### src/rtl/tmr_pkg.sv
package tmr_pkg;
  // Field layout inside one channel's nibble of the control word
  localparam int FLD_W  = 4;
  localparam int EN_B   = 0;
  localparam int SRC_B  = 1;
  localparam int IE_B   = 2;
  localparam int RSV_B  = 3;

  // Word order inside one channel slot
  localparam logic [1:0] RG_COUNT  = 2'd0;
  localparam logic [1:0] RG_RELOAD = 2'd1;
  localparam logic [1:0] RG_MATCHA = 2'd2;
  localparam logic [1:0] RG_MATCHB = 2'd3;

  // Word index of a channel slot, given how many slots precede the control words
  function automatic int slot_base(input int idx, input int lo_slots);
    return (idx < lo_slots) ? FLD_W * idx : FLD_W * (idx + 1);
  endfunction
endpackage

### src/rtl/tmr_regdec.sv
module tmr_regdec #(
  parameter int N_TMR    = 8,
  parameter int LO_SLOTS = 3,
  parameter int AW       = 6
) (
  input  logic [AW-1:0]    addr,
  output logic [N_TMR-1:0] slot_sel,
  output logic [1:0]       reg_sel,
  output logic             ctl_sel,
  output logic             clr_sel
);
  import tmr_pkg::*;

  localparam int CTL_WORD = FLD_W * LO_SLOTS;
  localparam int CLR_WORD = CTL_WORD + 3;

  for (genvar i = 0; i < N_TMR; i++) begin : g_slot
    localparam logic [AW-3:0] SLOT_ID = (AW-2)'(slot_base(i, LO_SLOTS) / FLD_W);
    assign slot_sel[i] = (addr[AW-1:2] == SLOT_ID);
  end

  assign reg_sel = addr[1:0];
  assign ctl_sel = (addr == AW'(CTL_WORD));
  assign clr_sel = (addr == AW'(CLR_WORD));
endmodule

### src/rtl/tmr_chan.sv
module tmr_chan #(
  parameter int CW = 32
) (
  input  logic          clk,
  input  logic          rst_n,
  input  logic          en,
  input  logic          src_1m,
  input  logic          irq_en,
  input  logic          tick_1m,
  input  logic          dis_evt,
  input  logic [CW-1:0] reload,
  input  logic [CW-1:0] match_a,
  input  logic [CW-1:0] match_b,
  output logic [CW-1:0] cnt,
  output logic          pend,
  output logic          mpulse,
  output logic          step,
  output logic          uflow
);
  logic [CW-1:0] cnt_nxt;

  // One count step: wrap to the reload value from zero, else decrement
  function automatic logic [CW-1:0] step_val(input logic [CW-1:0] cur,
                                             input logic [CW-1:0] rel);
    return (cur == '0) ? rel : cur - CW'(1);
  endfunction

  assign step  = en & (src_1m ? tick_1m : 1'b1);
  assign uflow = step & (cnt == '0);

  always_comb begin
    if (dis_evt)   cnt_nxt = reload;
    else if (step) cnt_nxt = step_val(cnt, reload);
    else           cnt_nxt = cnt;
  end

  always_ff @(posedge clk or negedge rst_n) begin
    if (!rst_n) begin
      cnt    <= '0;
      pend   <= 1'b0;
      mpulse <= 1'b0;
    end else begin
      cnt    <= cnt_nxt;
      pend   <= irq_en & (pend | uflow);
      mpulse <= step & ~dis_evt & ((cnt_nxt == match_a) | (cnt_nxt == match_b));
    end
  end
endmodule

### src/rtl/tmr_bank.sv
module tmr_bank #(
  parameter int N_TMR    = 8,
  parameter int CW       = 32,
  parameter int LO_SLOTS = 3
) (
  input  logic             clk,
  input  logic             rst_n,
  input  logic             tick_1m,
  input  logic [5:0]       bus_addr,
  input  logic             bus_wr,
  input  logic [CW-1:0]    bus_wdata,
  output logic [CW-1:0]    bus_rdata,
  output logic [N_TMR-1:0] irq,
  output logic [N_TMR-1:0] match_pulse
);
  import tmr_pkg::*;

  localparam int CB     = FLD_W * N_TMR;
  localparam int NWORDS = FLD_W * (N_TMR + 1);
  localparam int AW     = 6;

  function automatic logic [CB-1:0] live_mask();
    logic [CB-1:0] m;
    m = '0;
    for (int i = 0; i < N_TMR; i++) m[i*FLD_W +: RSV_B] = '1;
    return m;
  endfunction
  localparam logic [CB-1:0] LIVE = live_mask();

  logic [N_TMR-1:0] slot_sel;
  logic [1:0]       reg_sel;
  logic             ctl_sel, clr_sel;
  logic [CB-1:0]    ctrl_q, ctl_nxt;
  logic [N_TMR-1:0] dis_evt_w, uflow_w, step_w;
  logic [CW-1:0]    cnt_w [N_TMR];
  logic [CW-1:0]    rel_q [N_TMR];
  logic [CW-1:0]    ma_q  [N_TMR];
  logic [CW-1:0]    mb_q  [N_TMR];
  logic [N_TMR*CW-1:0] cnt_flat, rel_flat;

  tmr_regdec #(.N_TMR(N_TMR), .LO_SLOTS(LO_SLOTS), .AW(AW)) u_dec (
    .addr(bus_addr), .slot_sel(slot_sel), .reg_sel(reg_sel),
    .ctl_sel(ctl_sel), .clr_sel(clr_sel)
  );

  always_comb begin
    ctl_nxt = ctrl_q;
    if (bus_wr && ctl_sel)      ctl_nxt = bus_wdata[CB-1:0] & LIVE;
    else if (bus_wr && clr_sel) ctl_nxt = ctrl_q & ~bus_wdata[CB-1:0];
  end

  always_ff @(posedge clk or negedge rst_n) begin
    if (!rst_n) ctrl_q <= '0;
    else        ctrl_q <= ctl_nxt;
  end

  for (genvar i = 0; i < N_TMR; i++) begin : g_ch
    assign dis_evt_w[i] = ctrl_q[i*FLD_W + EN_B] & ~ctl_nxt[i*FLD_W + EN_B];

    always_ff @(posedge clk or negedge rst_n) begin
      if (!rst_n) begin
        rel_q[i] <= '0;
        ma_q[i]  <= '0;
        mb_q[i]  <= '0;
      end else if (bus_wr && slot_sel[i]) begin
        case (reg_sel)
          RG_RELOAD: rel_q[i] <= bus_wdata;
          RG_MATCHA: ma_q[i]  <= bus_wdata;
          RG_MATCHB: mb_q[i]  <= bus_wdata;
          default:   ;
        endcase
      end
    end

    tmr_chan #(.CW(CW)) u_ch (
      .clk(clk), .rst_n(rst_n),
      .en(ctrl_q[i*FLD_W + EN_B]), .src_1m(ctrl_q[i*FLD_W + SRC_B]),
      .irq_en(ctrl_q[i*FLD_W + IE_B]), .tick_1m(tick_1m),
      .dis_evt(dis_evt_w[i]), .reload(rel_q[i]),
      .match_a(ma_q[i]), .match_b(mb_q[i]),
      .cnt(cnt_w[i]), .pend(irq[i]), .mpulse(match_pulse[i]),
      .step(step_w[i]), .uflow(uflow_w[i])
    );

    assign cnt_flat[i*CW +: CW] = cnt_w[i];
    assign rel_flat[i*CW +: CW] = rel_q[i];
  end

  always_comb begin
    bus_rdata = '0;
    if (ctl_sel) bus_rdata = CW'(ctrl_q);
    for (int i = 0; i < N_TMR; i++) begin
      if (slot_sel[i] && (int'(bus_addr) < NWORDS)) begin
        case (reg_sel)
          RG_COUNT:  bus_rdata = cnt_w[i];
          RG_RELOAD: bus_rdata = rel_q[i];
          RG_MATCHA: bus_rdata = ma_q[i];
          default:   bus_rdata = mb_q[i];
        endcase
      end
    end
  end
endmodule

### config.mk
export PLATFORM = sky130hd
export DESIGN_NAME = tmr_bank
export DESIGN_NICKNAME = d
export VERILOG_FILES = /design/src/rtl/tmr_pkg.sv /design/src/rtl/tmr_regdec.sv /design/src/rtl/tmr_chan.sv /design/src/rtl/tmr_bank.sv
export SDC_FILE = /design/constraint.sdc
export NUM_CORES = 2
export LEC_CHECK = 0
export BUFFER_PORTS_ARGS = -buffer_cell sky130_fd_sc_hd__buf_4
export CELL_PAD_IN_SITES_DETAIL_PLACEMENT = 1
export CELL_PAD_IN_SITES_GLOBAL_PLACEMENT = 1
export CORE_MARGIN = 5
export CORE_UTILIZATION = 56
export CTS_CLUSTER_SIZE = 8
export DETAILED_ROUTE_END_ITERATION = 16
export PLACE_DENSITY_LB_ADDON = 0.1
export SKIP_LAST_GASP = 1
export SLEW_MARGIN = 0
export SYNTH_ARGS = -nofsm -noshare
export SYNTH_HDL_FRONTEND = slang
export SYNTH_HIERARCHICAL = 1
export SYNTH_SLANG_ARGS = --single-unit
### constraint.sdc
create_clock -name clk -period 9.9 [get_ports clk]
set_clock_uncertainty 0.05 [all_clocks]
set_input_delay 0.495 -clock clk [delete_from_list [all_inputs] [get_ports clk]]
set_output_delay 0.495 -clock clk [all_outputs]
set_load 0.02 [all_outputs]
# Yosys cells after proc, flatten, opt, wreduce, memory -nomap -nowiden
# Index checks and enable logic that the tools add are counted.
# totals
in_bits,42
mem_bits_rw,0
latch_bits,0
rom_bits,0
out_inout_bits,48
mem_count,0
register_bits,1072
word_cells,273
# op_classes
eq_ne,28
mul,0
magnitude_cmp,1
div,0
n_reduce_logical,53
addsub,8
n_bitwise,82
shift,0
mux,51
# ops
op,count
$mux W32,35
$pmux W32 S3,8
$eq A32 B32 Y1,16
$logic_not A32 Y1,8
$sub A32 B1 Y32 const B,8
$and A1 B1 Y1,48
$reduce_and A2 Y1,24
$and A32 B32 Y32,1
$not A32 Y32,1
$logic_and A1 B1 Y1,18
$eq A4 B3 Y1 const B,4
$not A1 Y1,16
$or A1 B1 Y1,16
$eq A6 B4 Y1 const B,2
$mux W1,8
$lt A6 B6 Y1 const B,1
$eq A2 B2 Y1 const B,2
$eq A4 B1 Y1 const B,1
$eq A4 B2 Y1 const B,1
$eq A4 B4 Y1 const B,1
$logic_not A4 Y1,1
$eq A2 B1 Y1 const B,1
$logic_not A2 Y1,1
$reduce_bool A2 Y1,1

# Logic depth before layout (Yosys ltp)
# depth
ltp_word,10
ltp_mapped,19
depth_no_buf,15

# By module
# The synthesis kept the hierarchy.
# by_module_without_submodules
mod,area_per_inst_um2,seq_area_each_um2,cells_each,n_inst
tmr_bank,38783.4,20019.2,2582,1
tmr_chan (g_ch[0].u_ch ...),3383.2,850.8,409,7
tmr_chan (g_ch[7].u_ch),3911.3,850.8,506,1
tmr_regdec,118.9,0.0,18,1

# Worst setup path before layout
# Ideal clock, no wire load.
# synth_path
path_type,input -> register
startpoint,in bus_addr[5]
endpoint,reg g_ch[4].u_ch.mpulse
n_path_buf,4
t_arrival_ps,4023
path_slack_ps,5745
cell_stages,16
setup_time_ps,82
required_time_ps,9768
cell_sequence,or2_4 -> nor4_4 -> clkbuf_1 -> and2_1 -> clkbuf_1 -> clkbuf_1 -> nand2_1 -> and3_1 -> clkbuf_1 -> nor4_1 -> a221oi_4 -> xnor2_1 -> a2111oi_2 -> nand4_1 -> or4_1 -> o22ai_1
# synth_via
elab_cells_between_ends,15
classes_between,eq/ne (4); mux (3); bitwise (6); reduce/logical (2)
# synth_rtl
item,line,rtl
start: declaration,tmr_bank.sv:9,"input logic [5:0] bus_addr,"
$eq A6 B4 Y1 (*),tmr_regdec.sv:23,assign ctl_sel = (addr == AW'(CTL_WORD));
named net ctl_sel,tmr_bank.sv:32,"logic ctl_sel, clr_sel;"
$logic_and A1 B1 Y1 (*),tmr_bank.sv:48,if (bus_wr && ctl_sel) ctl_nxt = bus_wdata[CB-1:0] & LIVE;
$mux W32 (*),tmr_bank.sv:48,
$not A1 Y1 (*),tmr_bank.sv:58,assign dis_evt_w[i] = ctrl_q[i*FLD_W + EN_B] & ~ctl_nxt[i*FLD_W + EN_B];
$and A1 B1 Y1 (*),tmr_bank.sv:58,
named net dis_evt_w[4],tmr_bank.sv:34,"logic [N_TMR-1:0] dis_evt_w, uflow_w, step_w;"
$mux W32,tmr_chan.sv:32,if (dis_evt) cnt_nxt = reload;
$eq A32 B32 Y1,tmr_chan.sv:45,mpulse <= step & ~dis_evt & ((cnt_nxt == match_a) | (cnt_nxt == match_b));
$or A1 B1 Y1,tmr_chan.sv:45,
$and A1 B1 Y1 (*),tmr_chan.sv:45,
end signal: assignment,tmr_chan.sv:45,
end: declaration,tmr_chan.sv:16,"output logic mpulse,"
# Mark *: on every way through the listed nets, which the timed path passes. The rest lies on a longest branch. The select of a mux whose other input is x is not followed.
# A chain may end at the register's enable or synchronous reset.

# Final worst setup path
# layout_path
startpoint,in bus_addr[0]
endpoint,out bus_rdata[0]
# layout_via
elab_chain_len,10
elab_cells_between_ends,30
classes_between,order compare (1); eq/ne (3); mux (17); reduce/logical (9)
# layout_rtl
item,line,rtl
"$lt A6 B6 Y1, or another cell as far along",tmr_bank.sv:93,if (slot_sel[i] && (int'(bus_addr) < NWORDS)) begin
"$logic_and A1 B1 Y1, or another cell as far along",tmr_bank.sv:93,
$mux W32 (7 in a row),tmr_bank.sv:93,
$mux W32 (*),tmr_bank.sv:93,
end: declaration,tmr_bank.sv:12,"output logic [CW-1:0] bus_rdata,"
# Every way passes the cells marked *; elsewhere a longest branch is shown, timed or not.

==> results by group <==
Timing
  – RSZ-0062 raised after global routing: no
  – Worst hold margin: 0.154 ns
  – Final TNS setup: 0 ns
  – Count of final setup violators: 0
  – Actual slew at the worst max-slew pin: 1.46 ns
  – Rel. slew slack: 0.0236
  – Peak Freq: 181 MHz
  – Final period utilization: 0.557
  – Hold Fails Final Rpt: 0
  – Fin. max-slew vios: 0
  – Final min period: 5.51 ns

Setup path
  – WP data arrival: 4.97 ns
  – Endpoint type of the worst setup path: primary output
  – Kind of critical path: in -> out
  – Slowest stage cell, crit path: a221oi_1
  – CP Launch Type: input pin
  – Worst Reg2Reg Path Length in Cells: 11
  – R2r endpoint: g_ch[5].u_ch/mpulse
  – Worst Path Required: 9.36 ns
  – Crit path cell chain: buf_8 > buf_12 > buf_4 > mux4_2 > a221oi_1 > o21a_1 > o21ai_1 > buf_4
  – R2R setup slack: 4.69 ns
  – Critical Path Fanout Max: 74
  – Most frequent CP cell: buf_4
  – R2R Path Start: ctrl_q[21]
  – Worst path max stage delay: 0.84 ns

Status
  – Status: completed

Clock network
  – CTS tree: yes
  – Number of buffers created by CTS: 153
  – Max H-tree Level: 4
  – Clk sinks: 1072
  – Clk buf depth: 3
  – Worst-path clk slew: 0.06 ns
  – CTS root buf: clkbuf_16
  – Latest clock arrival within the worst-skew pair: 0.80 ns

Power
  – Pwr per Cell Area: 251 nW/um2
  – IR drop worst, VDD: 0.199 mV
  – Static leakage: 0.0317 uW

Die
  – Initial Utilization: 0.564
  – Core area: 118000 um2
  – Die area: 126000 um2
  – # IOs: 90
  – Num rows: 126
  – Die Y-Extent: 355 um
  – Die Wd: 355 um

Global route
  – Met2 usage: 0.641
  – GR Layer Usage met1: 0.567
  – Via count of the first global-routing pass: 57.0k
  – Pin count of the biggest net entering global routing: 173
  – Gr busiest metal: met2
  – First-pass GRT wire length: 407000 um
  – GRT met3 Usage: 0.149
  – Initial antenna violation count: 17
  – Global Route Usage Sum: 0.437
  – GRT Residual Overflow: 0

Placement
  – DP HPWL: 190000 um
  – Buffers on Ports: 89
  – GP Congestion: 1.01

Hold path
  – Min-Delay Path Class: in -> reg
  – Hold depth: 3
  – WHS Endpoint: ctrl_q[1]
  – Hold Startpoint: bus_wdata[1]

Synth
  – Cell Area, Synth: 66500 um2
  – YS warnings: 6
  – Synthesized Nets: 6026
  – Synth Instances: 5968
  – Mean Syn Cell Area: 11.1 um2

Route
  – DR DRC count: 0
  – DR pass1 iterations: 6
  – Detailed-route via count: 55.6k
  – Vias per std cell: 7.49
  – Routed WL: 279000 um
  – DR WL/cell: 37.6 um
  – Initial DRC Count: 6922
  – Post-DRT Antenna Nets: 0

Flow run
  – Max Cap Viol: 0

Cells and area
  – Nets@finish: 5914
  – P&R area growth vs syn: 8.18%
  – Share of layout cells above drive strength 1: 0.265
## critical path, delay by kind of cell
family,cells,cell delay (ns)
AO/OA/AOI/OAI,3,1.34
buffers and inverters,4,2.03
multiplexers,1,0.70
## where the power goes
| part | switching, uW | total, uW | internal, uW |
|---|---|---|---|
| clock network | 1980 | 4810 | 2830 |
| registers | 1270 | 6470 | 5200 |
| logic | 4180 | 6760 | 2580 |
| total | 7420 | 18000 | 10600 |
## area by class of cell
type	count	area, um2
tap	1536	1920
multi-input combinational	4193	36600
inverter	260	976
timing repair buffer	176	1410
clock buffer	165	4020
antenna	10	25.0
sequential	1072	26800
clock inverter	9	100
fill	12000	46000
## sequential cells by signal, indices dropped and copies added (netlist names)
name / flops
g_ch.u_ch/pend: 8
g_ch.u_ch/mpulse: 8
g_ch.u_ch/cnt: 256
ma_q: 256
rel_flat: 256
mb_q: 256
ctrl_q: 32
## timing repair
action,CTS,global route
endpoints found under the hold margin,61,0
buffers inserted,0,0
hold buffers,1,0
gates resized for setup,0,0
## cell usage in the layout, fill, tap and decap left out, types with 159 or more instances in the layout
master and n:
dfrtp_1 1072, nor3_1 161, inv_1 253, nand2_1 227, xnor2_1 316, xor2_1 192
mux4_2 256, mux2_2 768, buf_4 166, nand3_1 178, nor4_1 174, a21oi_1 159
clkbuf_16 159, nor2_1 225
## how the worst max path moves through the flow
stage                            from                   to  slack (ns)  depth (start not counted)
after CTS                 bus_addr[0]         bus_rdata[0]        4.56                          8
final                     bus_addr[0]         bus_rdata[0]        4.39                          8
after global routing      bus_addr[0]         bus_rdata[0]        4.20                          8
after floorplan           bus_addr[5]  g_ch[4].u_ch/mpulse        5.74                         16
after detailed placement  bus_addr[0]  g_ch[3].u_ch/mpulse        4.02                         15
after global placement    bus_addr[0]  g_ch[6].u_ch/mpulse        4.04                         15
## routing by layer
metal	wire length, um	share of wire
met5	105	0.00038
met4	19200	0.069
met3	33000	0.12
met2	121000	0.43
met1	106000	0.38
## per-stage QoR
step / power, uW / setup slack (ns) / util / area, um2 / std cells
floorplan: 10600 / 5.74 / - / 66500 / 5968
global placement: 12700 / 4.04 / 0.575 / 67800 / 7235
detailed placement: 12900 / 4.02 / 0.575 / 67800 / 7235
CTS: 17800 / 4.56 / 0.610 / 71900 / 7410
global route: 18700 / 4.20 / 0.610 / 71900 / 7412
finish: 18000 / 4.39 / 0.610 / 71900 / 7421
No activity file was read; power rests on OpenSTA's default activity.
